==> src/rtl/pixel_framer_pkg.sv <==
package pixel_framer_pkg;
  localparam int unsigned BYTE_W = 8;
  localparam int unsigned SYM_W  = BYTE_W + 2;
  localparam logic [4:0] K_X     = 5'd28;

  // y field of the K28.y control character for each (vsync, hsync) state
  localparam logic [2:0] KY_IDLE  = 3'd5;
  localparam logic [2:0] KY_HSYNC = 3'd1;
  localparam logic [2:0] KY_VSYNC = 3'd2;
  localparam logic [2:0] KY_BOTH  = 3'd3;

  function automatic logic [BYTE_W-1:0] ctrl_byte(input logic vs, input logic hs);
    logic [2:0] y;
    case ({vs, hs})
      2'b01:   y = KY_HSYNC;
      2'b10:   y = KY_VSYNC;
      2'b11:   y = KY_BOTH;
      default: y = KY_IDLE;
    endcase
    return {y, K_X};
  endfunction
endpackage

==> src/rtl/sym_enc8b10b.sv <==
module sym_enc8b10b
  import pixel_framer_pkg::*;
(
  input  logic [BYTE_W-1:0] byte_i,
  input  logic              k_i,
  input  logic              rd_i,     // 1: positive running disparity
  output logic [SYM_W-1:0]  sym_o,
  output logic              rd_o
);
  // 6-bit sub-block, negative-disparity column (abcdei)
  function automatic logic [5:0] six_neg(input logic [4:0] x);
    case (x)
      5'd0:  return 6'b100111;  5'd1:  return 6'b011101;
      5'd2:  return 6'b101101;  5'd3:  return 6'b110001;
      5'd4:  return 6'b110101;  5'd5:  return 6'b101001;
      5'd6:  return 6'b011001;  5'd7:  return 6'b111000;
      5'd8:  return 6'b111001;  5'd9:  return 6'b100101;
      5'd10: return 6'b010101;  5'd11: return 6'b110100;
      5'd12: return 6'b001101;  5'd13: return 6'b101100;
      5'd14: return 6'b011100;  5'd15: return 6'b010111;
      5'd16: return 6'b011011;  5'd17: return 6'b100011;
      5'd18: return 6'b010011;  5'd19: return 6'b110010;
      5'd20: return 6'b001011;  5'd21: return 6'b101010;
      5'd22: return 6'b011010;  5'd23: return 6'b111010;
      5'd24: return 6'b110011;  5'd25: return 6'b100110;
      5'd26: return 6'b010110;  5'd27: return 6'b110110;
      5'd28: return 6'b001110;  5'd29: return 6'b101110;
      5'd30: return 6'b011110;  default: return 6'b101011;
    endcase
  endfunction

  // 4-bit sub-block for data, negative-disparity column (fghj)
  function automatic logic [3:0] four_neg(input logic [2:0] y);
    case (y)
      3'd0: return 4'b1011;  3'd1: return 4'b1001;
      3'd2: return 4'b0101;  3'd3: return 4'b1100;
      3'd4: return 4'b1101;  3'd5: return 4'b1010;
      3'd6: return 4'b0110;  default: return 4'b1110;
    endcase
  endfunction

  // 4-bit sub-block for K28.y when the 6-bit part left disparity positive
  function automatic logic [3:0] four_k(input logic [2:0] y);
    case (y)
      3'd0: return 4'b0100;  3'd1: return 4'b1001;
      3'd2: return 4'b0101;  3'd3: return 4'b0011;
      3'd4: return 4'b0010;  3'd5: return 4'b1010;
      3'd6: return 4'b0110;  default: return 4'b1000;
    endcase
  endfunction

  logic [4:0] x;
  logic [2:0] y;
  logic [5:0] six_n, six;
  logic [3:0] four_n, four;
  logic       rd6, alt7, flip6, flip4;

  always_comb begin
    x      = byte_i[4:0];
    y      = byte_i[7:5];
    six_n  = k_i ? 6'b001111 : six_neg(x);
    flip6  = ($countones(six_n) != 3) || (!k_i && x == 5'd7);
    six    = (rd_i && flip6) ? ~six_n : six_n;
    if ($countones(six) > 3)      rd6 = 1'b1;
    else if ($countones(six) < 3) rd6 = 1'b0;
    else                          rd6 = rd_i;

    alt7   = (y == 3'd7) &&
             ((!rd6 && (x == 5'd17 || x == 5'd18 || x == 5'd20)) ||
              ( rd6 && (x == 5'd11 || x == 5'd13 || x == 5'd14)));
    if (k_i) begin
      four_n = four_k(y);
      flip4  = 1'b1;
      four   = rd6 ? four_n : ~four_n;
    end else begin
      four_n = alt7 ? 4'b0111 : four_neg(y);
      flip4  = ($countones(four_n) != 2) || (y == 3'd3);
      four   = (rd6 && flip4) ? ~four_n : four_n;
    end

    sym_o = {six, four};
    if ($countones(four) > 2)      rd_o = 1'b1;
    else if ($countones(four) < 2) rd_o = 1'b0;
    else                           rd_o = rd6;
  end
endmodule

==> src/rtl/pixel_framer.sv <==
module pixel_framer
  import pixel_framer_pkg::*;
#(
  parameter int unsigned LANES = 3
) (
  input  logic                    clk,
  input  logic                    rst,
  input  logic [LANES*BYTE_W-1:0] rgb_i,
  input  logic                    hsync_i,
  input  logic                    vsync_i,
  input  logic                    de_i,
  input  logic                    hs_pol_i,
  input  logic                    vs_pol_i,
  output logic [LANES*SYM_W-1:0]  word_o
);
  localparam int unsigned WORD_W = LANES * SYM_W;

  logic                  hs_int, vs_int;
  logic [BYTE_W-1:0]     kbyte;
  logic [LANES:0]        rd_chain;
  logic [WORD_W-1:0]     word_d, word_q;
  logic                  rd_q;

  assign hs_int      = hsync_i ^ hs_pol_i;
  assign vs_int      = vsync_i ^ vs_pol_i;
  assign kbyte       = rst ? {KY_IDLE, K_X} : ctrl_byte(vs_int, hs_int);
  assign rd_chain[0] = rst ? 1'b0 : rd_q;

  for (genvar g = 0; g < LANES; g++) begin : g_lane
    localparam int unsigned IN_HI  = (LANES - g) * BYTE_W - 1;
    localparam int unsigned OUT_HI = (LANES - g) * SYM_W - 1;
    logic [BYTE_W-1:0] lane_byte;
    logic              lane_k;

    assign lane_k    = rst || !de_i;
    assign lane_byte = lane_k ? kbyte : rgb_i[IN_HI -: BYTE_W];

    sym_enc8b10b u_enc (
      .byte_i (lane_byte),
      .k_i    (lane_k),
      .rd_i   (rd_chain[g]),
      .sym_o  (word_d[OUT_HI -: SYM_W]),
      .rd_o   (rd_chain[g+1])
    );
  end

  always_ff @(posedge clk) begin
    word_q <= word_d;
    rd_q   <= rd_chain[LANES];
  end

  assign word_o = word_q;
endmodule

==> config.mk <==
export PLATFORM = sky130hd
export DESIGN_NAME = pixel_framer
export DESIGN_NICKNAME = d
export VERILOG_FILES = /design/src/rtl/pixel_framer_pkg.sv /design/src/rtl/sym_enc8b10b.sv /design/src/rtl/pixel_framer.sv
export SDC_FILE = /design/constraint.sdc
export NUM_CORES = 1
export LEC_CHECK = 0
export ABC_AREA = 1
export BUFFER_PORTS_ARGS = -buffer_cell sky130_fd_sc_hd__buf_2
export CAP_MARGIN = 0
export CORE_UTILIZATION = 54
export DETAILED_ROUTE_END_ITERATION = 8
export GPL_TIMING_DRIVEN = 0
export PLACE_DENSITY = 0.79
export SLEW_MARGIN = 0
export SYNTH_ARGS = -nofsm -noshare
export SYNTH_HDL_FRONTEND = slang
export SYNTH_SLANG_ARGS = --single-unit
==> constraint.sdc <==
create_clock -name clk -period 18.6 [get_ports clk]
set_input_delay 1.86 -clock clk [delete_from_list [all_inputs] [get_ports clk]]
set_output_delay 1.86 -clock clk [all_outputs]
set_load 0.005 [all_outputs]
After elaboration in Yosys (flattened, before gate mapping)
Memories as Yosys holds them, arrays and structs flattened. Cells that the tools add are included.

Bits in registers: 31. Memory bits (read-only): 576. Input bits: 31. Output and inout bits: 30. Logic and storage cells: 222. Memories kept: 3.

Add/sub/neg operators: 48. $lt $le $gt $ge: 12. Eq/ne operators: 51. Muxes and demuxes: 47. Bitwise gates (word level): 11. Reductions and logical operators: 48.

Memories: (no name shown) (words 32, width 6, read ports 1, clocked after memory_dff 0, wr ports 0, RTL line sym_enc8b10b.sv:12) `case (x)`; (no name shown) (words 32, width 6, read ports 1, clocked after memory_dff 0, wr ports 0, RTL line sym_enc8b10b.sv:12); (no name shown) (words 32, width 6, read ports 1, clocked after memory_dff 0, wr ports 0, RTL line sym_enc8b10b.sv:12).

Operator list (count): 32-bit adder (18); 32-bit by 3-bit > comparator with 1-bit output (second input constant) (6); 32-bit by 3-bit < comparator with 1-bit output (second input constant) (6); 32-bit by 3-bit != test with 1-bit output (second input constant) (6); 4-bit one-hot mux with 7 select lines (6); 4-bit 2-to-1 mux (18); 1-bit by 1-bit adder with 2-bit output (30); 5-bit by 4-bit == test with 1-bit output (second input constant) (9); 5-bit == test (second input constant) (9); 3-bit == test (second input constant) (12); 6-bit 2-to-1 mux (6); 8-bit 2-to-1 mux (4); 4-bit NOT (6); 1-bit logical OR (22); 3-bit by 2-bit == test with 1-bit output (second input constant) (6); 1-bit logical AND (18); 6-bit NOT (3); 5-bit by 3-bit == test with 1-bit output (second input constant) (3); 1-bit 2-to-1 mux (12); 3-bit by 1-bit == test with 1-bit output (second input constant) (3); 3-bit logical NOT (3); 3-bit one-hot mux with 3 select lines (1); 1-bit logical NOT (5); 2-bit == test (second input constant) (2); 2 further kinds (3).

Longest topological paths before layout
An unclocked memory read counts as a cell.

Depth after elaboration: 86. Gate-level depth with buffers: 115. Gate-level depth less buffers: 112.

Modules after synthesis
A second synthesis with hierarchy kept.

Cells, all modules: 677. Area, all modules: 4550.6 um^2.

Modules (own cells, without submodules): sym_enc8b10b (g_lane[0].u_enc) (instances 1, cells an instance 195, area each 1313.8 um^2, seq. area each 0.0 um^2); sym_enc8b10b (g_lane[2].u_enc) (instances 1, cells an instance 200, area each 1222.4 um^2, seq. area each 0.0 um^2); sym_enc8b10b (g_lane[1].u_enc) (instances 1, cells an instance 189, area each 1096.1 um^2, seq. area each 0.0 um^2); pixel_framer (instances 1, cells an instance 93, area each 918.4 um^2, seq. area each 620.6 um^2).

Worst setup path before layout
Ideal clock, no wire load.

Kind: input-to-reg. From: input rst. To: register rd_q. Setup time: 0.119 ns. Data arrival time: 18.163 ns. Required time: 18.481 ns. Slack: 0.318 ns. Stages on the path: 105. Path buffers: 3. Cells stage by stage: inv_2 nand2_4 buf_12 buf_8 clkbuf_1 nor2_1 inv_1 ha_1 or2_1 nand3_1 o221ai_1 nand2_1 nand2_1 ha_1 fa_1 ha_1 nor2_1 nand4_2 [... 69 more ...] nand2_1 nand3_2 nand2_1 inv_1 ha_1 ha_1 fa_1 or3b_2 o21ai_2 inv_2 nor2_1 nor2_1 nor2_1 ha_1 ha_1 fa_1 o21ai_0 nand2_1.

Elaborated cells between the ends (all ways): 213. Classes of those cells: add/sub: 48; order compare: 12; eq/ne: 48; mux: 46; bitwise: 9; reduce/logical: 47; memory: 3.

RTL lines: from (decl) (RTL line pixel_framer.sv:7) `input logic rst,`; 1-bit logical OR (RTL line pixel_framer.sv:35) `assign lane_k = rst || !de_i;`; 8-bit 2-to-1 mux (RTL line pixel_framer.sv:36) `assign lane_byte = lane_k ? kbyte : rgb_i[IN_HI -: BYTE_W];`; memory 32 x 6 bit; 6-bit 2-to-1 mux (RTL line sym_enc8b10b.sv:61) `six_n = k_i ? 6'b001111 : six_neg(x);`; 1-bit by 1-bit adder with 2-bit output (not written as such) (RTL line sym_enc8b10b.sv:62) `flip6 = ($countones(six_n) != 3) || (!k_i && x == 5'd7);`; 32-bit adder (not written as such) (2 in a row) (RTL line sym_enc8b10b.sv:62); 32-bit by 3-bit != test with 1-bit output (RTL line sym_enc8b10b.sv:62); 1-bit logical OR (RTL line sym_enc8b10b.sv:62); [... 2 more ...]; via g_lane[0].u_enc.six[5] (RTL line sym_enc8b10b.sv:54) `logic [5:0] six_n, six;`; [... 17 more ...]; via g_lane[0].u_enc.four[3] (RTL line sym_enc8b10b.sv:55) `logic [3:0] four_n, four;`; [... 7 more ...]; via g_lane[1].u_enc.six[3] (RTL line sym_enc8b10b.sv:54); [... 18 more ...]; via g_lane[1].u_enc.four[3] (RTL line sym_enc8b10b.sv:55); [... 7 more ...]; via g_lane[2].u_enc.six[0] (RTL line sym_enc8b10b.sv:54); [... 15 more ...]; 1-bit logical AND (RTL line sym_enc8b10b.sv:78) `four = (rd6 && flip4) ? ~four_n : four_n;`; 4-bit 2-to-1 mux (RTL line sym_enc8b10b.sv:78); 4-bit 2-to-1 mux * (RTL line sym_enc8b10b.sv:71) `if (k_i) begin`; via g_lane[2].u_enc.four[1] (RTL line sym_enc8b10b.sv:55); 1-bit by 1-bit adder with 2-bit output (not written as such) * (RTL line sym_enc8b10b.sv:82, sym_enc8b10b.sv:83); 32-bit adder (not written as such) * (RTL line sym_enc8b10b.sv:82, sym_enc8b10b.sv:83); 32-bit by 3-bit < comparator with 1-bit output (RTL line sym_enc8b10b.sv:83) `else if ($countones(four) < 2) rd_o = 1'b0;`; 1-bit 2-to-1 mux (RTL line sym_enc8b10b.sv:83); to (signal assigned) (RTL line pixel_framer.sv:49) `rd_q <= rd_chain[LANES];`; to (decl) (RTL line pixel_framer.sv:22) `logic rd_q;`.

Mark *: on every way through the listed nets, which the timed path passes. The rest lies on a longest branch. The select of a mux whose other input is x is not followed. A chain may end at the register's enable or synchronous reset.

Final worst setup path
From: input rst. To: register rd_q.

Elaborated cells between the ends (all ways): 213. Classes of those cells: add/sub: 48; order compare: 12; eq/ne: 48; mux: 46; bitwise: 9; reduce/logical: 47; memory: 3.

RTL lines (RTL line): 1-bit logical OR (pixel_framer.sv:35); 8-bit 2-to-1 mux (pixel_framer.sv:36); memory 32 x 6 bit; 6-bit 2-to-1 mux (sym_enc8b10b.sv:61); 1-bit by 1-bit adder with 2-bit output (not written as such) (sym_enc8b10b.sv:62); 32-bit adder (not written as such) (2 in a row) (sym_enc8b10b.sv:62); 32-bit by 3-bit != test with 1-bit output (sym_enc8b10b.sv:62); 1-bit logical OR (sym_enc8b10b.sv:62); [... 2 more ...]; via g_lane[0].u_enc.six[5] (sym_enc8b10b.sv:54); [... 17 more ...]; via g_lane[0].u_enc.four[3] (sym_enc8b10b.sv:55); [... 25 more ...]; via g_lane[1].u_enc.four[2] (sym_enc8b10b.sv:55); [... 22 more ...]; 1-bit logical AND (sym_enc8b10b.sv:78); 4-bit 2-to-1 mux (sym_enc8b10b.sv:78); 4-bit 2-to-1 mux * (sym_enc8b10b.sv:71); via g_lane[2].u_enc.four[1] (sym_enc8b10b.sv:55); 1-bit by 1-bit adder with 2-bit output (not written as such) * (sym_enc8b10b.sv:82, sym_enc8b10b.sv:83); 32-bit adder (not written as such) * (sym_enc8b10b.sv:82, sym_enc8b10b.sv:83); 32-bit by 3-bit < comparator with 1-bit output (sym_enc8b10b.sv:83); 1-bit 2-to-1 mux (sym_enc8b10b.sv:83).

Marked as above.

==> results.sh <==
export IMPL_count_of_maximum_capacitance_violations=0
export IMPL_achievable_frequency_mhz=52.6
export IMPL_tritoncts_clock_tree="yes"
export IMPL_die_h_um=90.3
export IMPL_timing_critical_path_buf_inv=20
export IMPL_ys_warnings_count=0
export IMPL_end_of_the_worst_hold_path="word_o[25]$_DFF_P_"
export IMPL_avgViaCountPerCell=5.94
export IMPL_design_final_nets=840
export IMPL_finalWirelength_mm=15.0
export IMPL_tritoncts_num_sinks=31
export IMPL_area_taken_by_multi_input_logic_gates_sq_um=3750
export IMPL_dr_total_vias=4987
export IMPL_clockBufferDepth=2
export IMPL_netlist_area_sq_um=4210
export IMPL_setup_total_negative_slack_ps=-412
export IMPL_final_min_clock_period_ps=19010
export IMPL_synth_async_reset_ratio=0
export IMPL_avgRoutedWirePerCell_um=17.8
export IMPL_areaGrowthSynthToFinish_pct=41.7
export IMPL_dominant_register_cell_in_the_synthesized_netlist="dfxtp_1"
export IMPL_yosysTopAreaCellShare=0.157
export IMPL_capturing_element_type_of_the_critical_path="flop"
export IMPL_worst_r2r_cell_count=88
export IMPL_first_global_vias=4306
export IMPL_postSynthNetCount=705
export IMPL_cell_types_occupying_the_most_area_after_synthesis="ha_1 (16%), dfxtp_1 (15%), nand2_1 (12%)"
export IMPL_drive_above_1_share=0.418
export IMPL_worstSetupStartpointType="primary input"
export IMPL_min_delay_start="rd_q$_SDFF_PN1_"
export IMPL_cts_max_level=2
export IMPL_dominant_cell_by_count_in_the_synthesized_netlist="nand2_1"
export IMPL_cp_data_arrival_time_ps=19200
export IMPL_core_area_sq_um=7410
export IMPL_synthDistinctLibCells=50
export IMPL_final_setup_worst_slack_ps=-412
export IMPL_finalSetupViolCount=1
export IMPL_timing_max_transition_violations_final=0
export IMPL_antenna_found_initial=0
export IMPL_dpl_hpwl_mm=8.21
export IMPL_clk_root_buffer_cell="clkbuf_8"
export IMPL_core_rowCount=31
export IMPL_worst_slew_pin_slew_ps=610
export IMPL_failed_checks="negative setup slack"
export IMPL_number_of_synthesized_register_bits=31
export IMPL_seq_area_sq_um=621
export IMPL_slowest_stage="fa_2"
export IMPL_first_iter_violations=553
export IMPL_yosysSeqAreaShare=0.147
export IMPL_grtUsageTotal=0.289
export IMPL_r2r_end="rd_q$_SDFF_PN1_"
export IMPL_tritoncts_num_buffers=5
export IMPL_result_of_the_run="complete, but fails checks"
export IMPL_timing_critical_path_required_ps=18790
export IMPL_die_area_sq_um=8160
export IMPL_worstSetupPathType="in2reg"
export IMPL_wire_length_of_the_first_global_routing_pass_mm=19.2
export IMPL_synth_avg_cell_area_sq_um=6.98
export IMPL_critical_path_reg2reg_startpoint="rd_q$_SDFF_PN1_"
export IMPL_remaining_drc_errors=0
export IMPL_rsz0062_at_grt="yes"
export IMPL_number_of_enable_flip_flop_cells_after_synthesis=0
export IMPL_post_route_period_util=1.02
export IMPL_design_portCount=61
export IMPL_place_port_buffers=60
export IMPL_hp_class="reg2reg"
export IMPL_synth_cells=603
export IMPL_cp_max_fo=6
export IMPL_cp_common_cell="nand2_4"
export IMPL_critPathTopFamily="adder cells"
export IMPL_tritonroute_pass_1_iters=6
export IMPL_grt_start_max_net_pins=11
export IMPL_floorplan_initialDensity=0.568
export IMPL_ant_nets=0
export IMPL_clkSlewWorstSetupHoldPaths_ps=80
export IMPL_clock_latency_ps=300
export IMPL_worst_r2r_setup_slack_ps=3290
export IMPL_timing_hold_violations_final=0
export IMPL_synth_top_cell_by_area="ha_1"
export IMPL_dieWidth_um=90.3
export IMPL_worst_hold_path_num_cells=4
export IMPL_finalInstanceArea_sq_um=5970
export IMPL_final_setup_skew_ps=7.41
export IMPL_gp_routability_congestion=0.966
export IMPL_synth_commonest_cells="nand2_1 (135), inv_1 (87), ha_1 (53)"
export IMPL_cpPeakStageDelay_ps=550
export IMPL_grt_overflow=0
export IMPL_filler_cell_count=433
export IMPL_detailed_place_area_sq_um=4640
export IMPL_slew_limit_headroom=0.593
==> cell usage in the layout (no fill, tap or decap), types with 18 or more instances in the layout <==
cell / count
nand3_1: 32
buf_4: 68
ha_1: 32
buf_2: 59
dfxtp_1: 31
nor2_1: 36
a21oi_1: 19
inv_1: 78
ha_4: 18
o21ai_0: 23
nand2_1: 115
nand2_2: 24
inv_2: 22
==> per-stage QoR <==
stage	setup slack, ps	util	hold slack, ps	std cells
2_1_floorplan	318	-	572	603
3_3_place_gp	-1300	0.626	632	762
3_5_place_dp	-1690	0.626	643	762
4_1_cts	10.7	0.713	706	812
5_1_grt	-1040	0.805	755	838
6_report	-412	0.806	710	839
==> kinds of logic (layout without fill, tap and decap cells) <==
kind of cell | count (synthesis) | count (layout) | share of synthesized area
simple gates | 278 | 278 | 0.314
buf+inv | 114 | 250 | 0.112
compound gates | 92 | 92 | 0.145
fa+ha+maj | 71 | 71 | 0.243
flops | 31 | 31 | 0.147
xor+xnor | 17 | 17 | 0.0389
other cells | 0 | 1 | 0
==> worst max path at each step <==
stage,slack [ps],from,endpoint,cells after the start
after floorplan,320,rst,rd_q$_SDFF_PN1_,105
after global placement,-1300,rst,rd_q$_SDFF_PN1_,107
after detailed placement,-1690,rst,rd_q$_SDFF_PN1_,107
after CTS,10,rst,rd_q$_SDFF_PN1_,107
after global routing,-1040,rst,rd_q$_SDFF_PN1_,110
final,-410,rst,rd_q$_SDFF_PN1_,104
==> state kept, by name, indices dropped and copies added (netlist names) <==
signal	flops
rd_q	1
word_o	30
==> routing by layer <==
layer	GRT usage	routed length, um	vias up
met1	0.325	5450	2306
met2	0.537	7320	353
met5	0	0	-
met3	0.0429	1240	118
li1	-	-	2210
met4	0.126	958	0
==> tightest hold or removal path: stages (launching register included) <==
cell and delay, ps:
dfxtp_1 320, inv_1 70, nor2_2 80, nand2_8 120
xnor2_2 70
==> layout make-up <==
cell class / instances / area share
clock buffers: 6 / 0.0138
well taps: 99 / 0.0208
flip-flops and latches: 31 / 0.104
inverters: 107 / 0.0715
diodes: 1 / 0.000419
repair buffers: 128 / 0.140
plain buffers: 7 / 0.0155
clock inverters: 2 / 0.00587
multi-input cells: 458 / 0.628
==> what timing repair did <==
| item | CTS | global route |
|---|---|---|
| resized for setup | 49 | 100 |
| buffers inserted | 42 | 29 |
| pin swaps | 32 | 90 |
| endpoints found under the setup margin | 5 | 5 |
| hold buffers | 0 | 0 |
Power is not shown: default switching activity piles up to over one toggle a cycle in this logic, so the estimate is an artifact.
